`config.mk`:
```
export PLATFORM = sky130hd
export DESIGN_NAME = clk_alarm_evreg
export DESIGN_NICKNAME = d
export VERILOG_FILES = /design/src/rtl/cae_pkg.sv /design/src/rtl/cae_sync.sv /design/src/rtl/cae_edge_cause.sv /design/src/rtl/cae_regread.sv /design/src/rtl/clk_alarm_evreg.sv
export SDC_FILE = /design/constraint.sdc
export NUM_CORES = 1
export LEC_CHECK = 0
export BUFFER_PORTS_ARGS = -buffer_cell sky130_fd_sc_hd__buf_4
export CAP_MARGIN = 0
export CORE_UTILIZATION = 51
export DETAILED_ROUTE_END_ITERATION = 6
export PLACE_DENSITY = 0.82
export RECOVER_POWER = 100
export SYNTH_ARGS = -nofsm -noshare
export SYNTH_HDL_FRONTEND = slang
export SYNTH_SLANG_ARGS = --single-unit
```
`constraint.sdc`:
```
create_clock -name clk -period 1 [get_ports clk]
set_clock_uncertainty 0.05 [all_clocks]
set_input_delay 0.1 -clock clk [delete_from_list [all_inputs] [get_ports clk]]
set_output_delay 0.1 -clock clk [all_outputs]
set_load 0.01 [all_outputs]
```
`src/rtl/cae_pkg.sv`:
```
package cae_pkg;

   typedef enum int {
      AL_PRI_LOS  = 0,
      AL_SEC_LOS  = 1,
      AL_HOLDOVER = 2,
      AL_UNLOCK   = 3
   } alarm_idx_e;

   // rising event bit for alarm i (lower bit of the pair)
   function automatic int rise_pos(input int i);
      return 2 * i;
   endfunction

   // falling event bit for alarm i (upper bit of the pair)
   function automatic int fall_pos(input int i);
      return 2 * i + 1;
   endfunction

endpackage

```
`src/rtl/cae_sync.sv`:
```
module cae_sync #(
   parameter int WIDTH  = 4,
   parameter int STAGES = 2
) (
   input  logic             clk,
   input  logic [WIDTH-1:0] d_async,
   output logic [WIDTH-1:0] q_sync
);

   if (STAGES < 2) begin : g_bad_stages
      $error("cae_sync: STAGES must be at least 2");
   end

   for (genvar b = 0; b < WIDTH; b++) begin : g_bit
      logic [STAGES-1:0] chain_q;
      always_ff @(posedge clk) begin
         chain_q <= {chain_q[STAGES-2:0], d_async[b]};
      end
      assign q_sync[b] = chain_q[STAGES-1];
   end

endmodule

```
`src/rtl/cae_edge_cause.sv`:
```
module cae_edge_cause
   import cae_pkg::*;
#(
   parameter int N_ALARM = 4,
   localparam int CW     = 2 * N_ALARM
) (
   input  logic               clk,
   input  logic               rst_n,
   input  logic [N_ALARM-1:0] lvl,
   input  logic               clr,
   output logic [CW-1:0]      new_ev,
   output logic [CW-1:0]      cause_q
);

   logic [N_ALARM-1:0] prev_q;
   logic [CW-1:0]      cause_d;

   // history follows the synchronized level in every cycle, reset included,
   // so levels that are steady through reset never look like edges
   always_ff @(posedge clk) begin
      prev_q <= lvl;
   end

   for (genvar i = 0; i < N_ALARM; i++) begin : g_pair
      assign new_ev[rise_pos(i)] =  lvl[i] & ~prev_q[i];
      assign new_ev[fall_pos(i)] = ~lvl[i] &  prev_q[i];
   end

   // clear first, then merge the events of this cycle so none is dropped
   always_comb begin
      cause_d = clr ? '0 : cause_q;
      cause_d = cause_d | new_ev;
   end

   always_ff @(posedge clk) begin
      if (!rst_n) begin
         cause_q <= '0;
      end else begin
         cause_q <= cause_d;
      end
   end

endmodule

```
`src/rtl/cae_regread.sv`:
```
module cae_regread #(
   parameter int          ADDR_W      = 3,
   parameter int          DATA_W      = 8,
   parameter int          CW          = 8,
   parameter logic [ADDR_W-1:0] ADDR_CAUSE  = 0,
   parameter logic [ADDR_W-1:0] ADDR_STATUS = 1,
   parameter logic [ADDR_W-1:0] ADDR_LINE   = 2
) (
   input  logic              clk,
   input  logic              rst_n,
   input  logic [ADDR_W-1:0] addr,
   input  logic              rd,
   input  logic [CW-1:0]     cause,
   input  logic [DATA_W-1:0] status,
   input  logic [DATA_W-1:0] line,
   output logic              clr,
   output logic [DATA_W-1:0] rdata
);

   logic [DATA_W-1:0] sel_d;
   logic [DATA_W-1:0] cause_ext;

   if (CW > DATA_W) begin : g_bad_cw
      $error("cae_regread: cause width exceeds data width");
   end else if (CW == DATA_W) begin : g_cause_full
      assign cause_ext = cause;
   end else begin : g_cause_pad
      assign cause_ext = {{(DATA_W-CW){1'b0}}, cause};
   end

   assign clr = rd && (addr == ADDR_CAUSE);

   always_comb begin
      unique case (addr)
         ADDR_CAUSE:  sel_d = cause_ext;
         ADDR_STATUS: sel_d = status;
         ADDR_LINE:   sel_d = line;
         default:     sel_d = '0;
      endcase
   end

   always_ff @(posedge clk) begin
      if (!rst_n) begin
         rdata <= '0;
      end else if (rd) begin
         rdata <= sel_d;
      end
   end

endmodule

```
`src/rtl/clk_alarm_evreg.sv`:
```
module clk_alarm_evreg #(
   parameter int N_ALARM      = 4,
   parameter int SYNC_STAGES  = 2,
   parameter int ADDR_W       = 3,
   parameter int DATA_W       = 8,
   parameter int IRQ_LINE     = 5,
   parameter bit LINE_PRESENT = 1'b1
) (
   input  logic               clk,
   input  logic               rst_n,
   input  logic [N_ALARM-1:0] alarm_in,
   input  logic [ADDR_W-1:0]  bus_addr,
   input  logic               bus_rd,
   output logic [DATA_W-1:0]  bus_rdata,
   output logic               irq
);

   localparam int CW = 2 * N_ALARM;
   localparam logic [ADDR_W-1:0] A_CAUSE  = ADDR_W'(0);
   localparam logic [ADDR_W-1:0] A_STATUS = ADDR_W'(1);
   localparam logic [ADDR_W-1:0] A_LINE   = ADDR_W'(2);

   if (CW > DATA_W) begin : g_chk_width
      $error("clk_alarm_evreg: 2*N_ALARM must fit in DATA_W");
   end
   if (DATA_W < 4 || ADDR_W < 2) begin : g_chk_bus
      $error("clk_alarm_evreg: bus too narrow");
   end
   if (LINE_PRESENT && (IRQ_LINE < 0 || IRQ_LINE > 14)) begin : g_chk_line
      $error("clk_alarm_evreg: IRQ_LINE must be 0..14 when present");
   end

   logic [N_ALARM-1:0] lvl_s;
   logic [CW-1:0]      new_ev;
   logic [CW-1:0]      cause_q;
   logic               clr;
   logic [DATA_W-1:0]  status_b;
   logic [DATA_W-1:0]  line_b;

   cae_sync #(
      .WIDTH  (N_ALARM),
      .STAGES (SYNC_STAGES)
   ) u_sync (
      .clk     (clk),
      .d_async (alarm_in),
      .q_sync  (lvl_s)
   );

   cae_edge_cause #(
      .N_ALARM (N_ALARM)
   ) u_edge (
      .clk     (clk),
      .rst_n   (rst_n),
      .lvl     (lvl_s),
      .clr     (clr),
      .new_ev  (new_ev),
      .cause_q (cause_q)
   );

   // live levels placed from the top bit downward, alarm 0 highest
   for (genvar i = 0; i < DATA_W; i++) begin : g_status
      if (i >= DATA_W - N_ALARM) begin : g_live
         assign status_b[i] = lvl_s[DATA_W-1-i];
      end else begin : g_zero
         assign status_b[i] = 1'b0;
      end
   end

   if (LINE_PRESENT) begin : g_line_on
      assign line_b = {{(DATA_W-4){1'b0}}, 4'(IRQ_LINE)};
   end else begin : g_line_off
      assign line_b = {{(DATA_W-4){1'b0}}, 4'hF};
   end

   cae_regread #(
      .ADDR_W      (ADDR_W),
      .DATA_W      (DATA_W),
      .CW          (CW),
      .ADDR_CAUSE  (A_CAUSE),
      .ADDR_STATUS (A_STATUS),
      .ADDR_LINE   (A_LINE)
   ) u_rd (
      .clk    (clk),
      .rst_n  (rst_n),
      .addr   (bus_addr),
      .rd     (bus_rd),
      .cause  (cause_q),
      .status (status_b),
      .line   (line_b),
      .clr    (clr),
      .rdata  (bus_rdata)
   );

   assign irq = |cause_q;

endmodule

```
==> flow_metrics.tcl <==
set metrics [dict create \
    outcome "finished with violations" \
    failed_checks "setup timing" \
    dp_slack_ns 0.00786 \
    hold_depth 3 \
    max_freq_mhz 758 \
    slowest_stage "dfxtp_2" \
    cts_tree "yes" \
    yosysWarnings 0 \
    cts_max_path_buffers 2 \
    synth_top_cell_area_share_pct 60.5 \
    crit_end "irq" \
    crit_fanout 2 \
    numCtsBuffers 3 \
    first_iter_violations 13 \
    crit_chain "nor4_4 > nand2_1 > buf_6" \
    row_count 15 \
    n_antenna_cell 0 \
    gr-total-overflow 0 \
    required_ns 0.85 \
    drive_above_1_share_pct 34.9 \
    top_layer_used "met4" \
    worst_hold_path_type "in2reg" \
    portBuffers 18 \
    fin_crit_ns 1.32 \
    final_cell_mix "dfxtp_1 (24), buf_4 (20), nand2_1 (9), nand3b_1 (8), o21ai_0 (8)" \
    max_slew_margin_pct 70.1 \
    critPathLaunch "u_edge.cause_q[4]$_SDFF_PN0_" \
    power.leakage_nw 0.518 \
    wl_met3_um 95 \
    irDropWorstVdd_uv 1150 \
    drt_wl_total_um 1870 \
    seq_area_um2 566 \
    maxSlewViolCount 0 \
    layout_commonest_cell "dfxtp_1" \
    cp.arrival_ns 1.17 \
    critPathBufInv 1 \
    rr_startpoint "u_edge.cause_q[7]$_SDFF_PN0_" \
    whs_ns 0.0345 \
    critPathLaunchType "flip-flop" \
    grt_pass1_wl_um 2810 \
    rrSetupSlack_ns 0.11 \
    avgSynthCellArea_um2 11.9 \
    wire_per_inst_um 13.9 \
    path_class "reg2out" \
    cpLargestDelayFamily "flip-flops" \
    die_h_um 44.6 \
    crit_path_max_incr_delay_ns 0.36 \
    reg2reg_to "u_rd.rdata[7]$_SDFFE_PN0P_" \
    die_area_mm2 0.00199 \
    synth_nets 88 \
    gr-usage-all-layers_pct 20.2 \
    nNetsFinal 120 \
    antenna_found_initial 0 \
    syn_area_um2 926 \
    maxCapViolCount 0 \
    ant_nets 0 \
    rsz0062_at_grt "yes" \
    syn_inst 78 \
    multi_input_area_um2 357 \
    grt_start_max_net_pins 19 \
    cts_sinks 28 \
    fill_cells 118 \
    ys_seq_elements 28 \
    ff2ff_path_depth 3 \
    setup_violations 1 \
    layout_setup_ws_ns -0.319 \
    worstMarginPinSlew_ns 0.447 \
    viasPerCell 5.32 \
    cts_max_level 1 \
    vias 713 \
    drc 0 \
    grt_pass1_vias 626 \
    routed-wl-met2_um 956 \
    routedLengthMet1_um 736 \
    fp.coreArea_mm2 0.00171 \
    yosys-top-cells-area "dfxtp_1 (61%), nand3b_1 (6.5%), o2bb2ai_1 (5.7%)" \
    end_kind "output port" \
    finalHoldViolCount 0 \
    yosysTopAreaCell "dfxtp_1" \
    min_from "rst_n" \
    dpl.hpwl_um 1180 \
    cts-root-buf "clkbuf_4" \
    p_per_area_mw_per_mm2 1730 \
    cts.clk_slew.worst_paths_ns 0.13 \
    start_util_pct 54.2 \
    gp_congestion 0.755 \
    io_pins 19 \
    clk_latency_ns 0.33 \
    post-route-period-util_pct 132 \
    syn_to_final_growth_pct 34.1 \
    yosysSeqAreaShare_pct 60.5 \
    fp.dieW_um 44.6 \
    yosysUniqueCellTypes 17 \
    firstDrtPassIters 4 \
    cp_num_cells 3 \
]
[cell type report]
type	instances	share of cell area [%]
well taps	25	2.52
clock inverters	1	2.42
clock buffers	3	1.81
repair buffers	30	19.0
flip-flops and latches	28	45.6
multi-input cells	47	28.7
[through the flow]
step	instances	cell area [um^2]	TNS (ns)	utilization, %	power, mW
after global routing	134	1240	-0.402	72.7	2.23
after floorplan	78	926	0	-	1.32
after CTS	134	1230	-0.325	72.2	2.14
after global placement	125	1120	0	65.6	1.40
final	134	1240	-0.319	72.7	2.15
after detailed placement	125	1120	0	65.6	1.41
[state kept, by name (all words and copies together), names as in the netlist]
name / count
u_edge.cause_q: 8
u_edge.prev_q: 4
u_rd.rdata: 8
u_sync.g_bit.chain_q: 8
[layer usage]
metal  up-vias  global-route usage (%)
met4         0                    12.7
met3         9                    3.67
li1        344                       -
met5         -                       0
met2        28                    32.6
met1       332                    24.7
[cell families (layout without fill, tap and decap cells)]
| family | count (synthesis) | after routing | share of synthesized area [%] |
|---|---|---|---|
| compound gates | 16 | 16 | 11.9 |
| buf+inv | 3 | 34 | 2.57 |
| flops | 28 | 28 | 60.5 |
| mux | 4 | 4 | 4.32 |
| simple gates | 27 | 27 | 20.7 |
[worst min-delay path, cell delays in order]
cell       delay (ns)
buf_4            0.13
nand4bb_2        0.09
o2bb2ai_1        0.06
[worst min-delay path by stage]
| stage | to | slack, ns |
|---|---|---|
| 2_1_floorplan | u_sync.g_bit[0].chain_q[0]$_DFF_P_ | 0.08 |
| 4_1_cts | u_rd.rdata[0]$_SDFFE_PN0P_ | 0.04 |
| 3_5_place_dp | u_sync.g_bit[3].chain_q[0]$_DFF_P_ | 0.16 |
| 5_1_grt | u_rd.rdata[0]$_SDFFE_PN0P_ | 0.04 |
| 6_report | u_rd.rdata[0]$_SDFFE_PN0P_ | 0.03 |
| 3_3_place_gp | u_sync.g_bit[0].chain_q[0]$_DFF_P_ | 0.15 |
[power by group]
group          total, mW  switching [mW]  internal (mW)
combinational      0.204          0.0846          0.120
sequential          1.22          0.0441           1.18
clock              0.727           0.321          0.406
[cells in the mapped netlist]
cell type / instances
nor2b_1: 1
a31o_1: 2
o21ai_0: 8
mux2i_1: 4
nand4bb_2: 1
nand3b_1: 8
buf_2: 1
and3b_2: 2
o2bb2ai_1: 6
nand4bb_1: 1
nor2_1: 2
nand2_1: 9
dfxtp_1: 28
nor4b_4: 1
buf_6: 1
buf_4: 1
nor4_1: 2
[what timing repair did]
action,4_1_cts,5_1_grt
hold endpoints to repair,4,0
resized for setup,4,4
setup endpoints to repair,1,3
buffers inserted,1,0
pin swaps,2,0
hold buffers,4,0
Note: power is estimated with default switching activity, not from simulation.
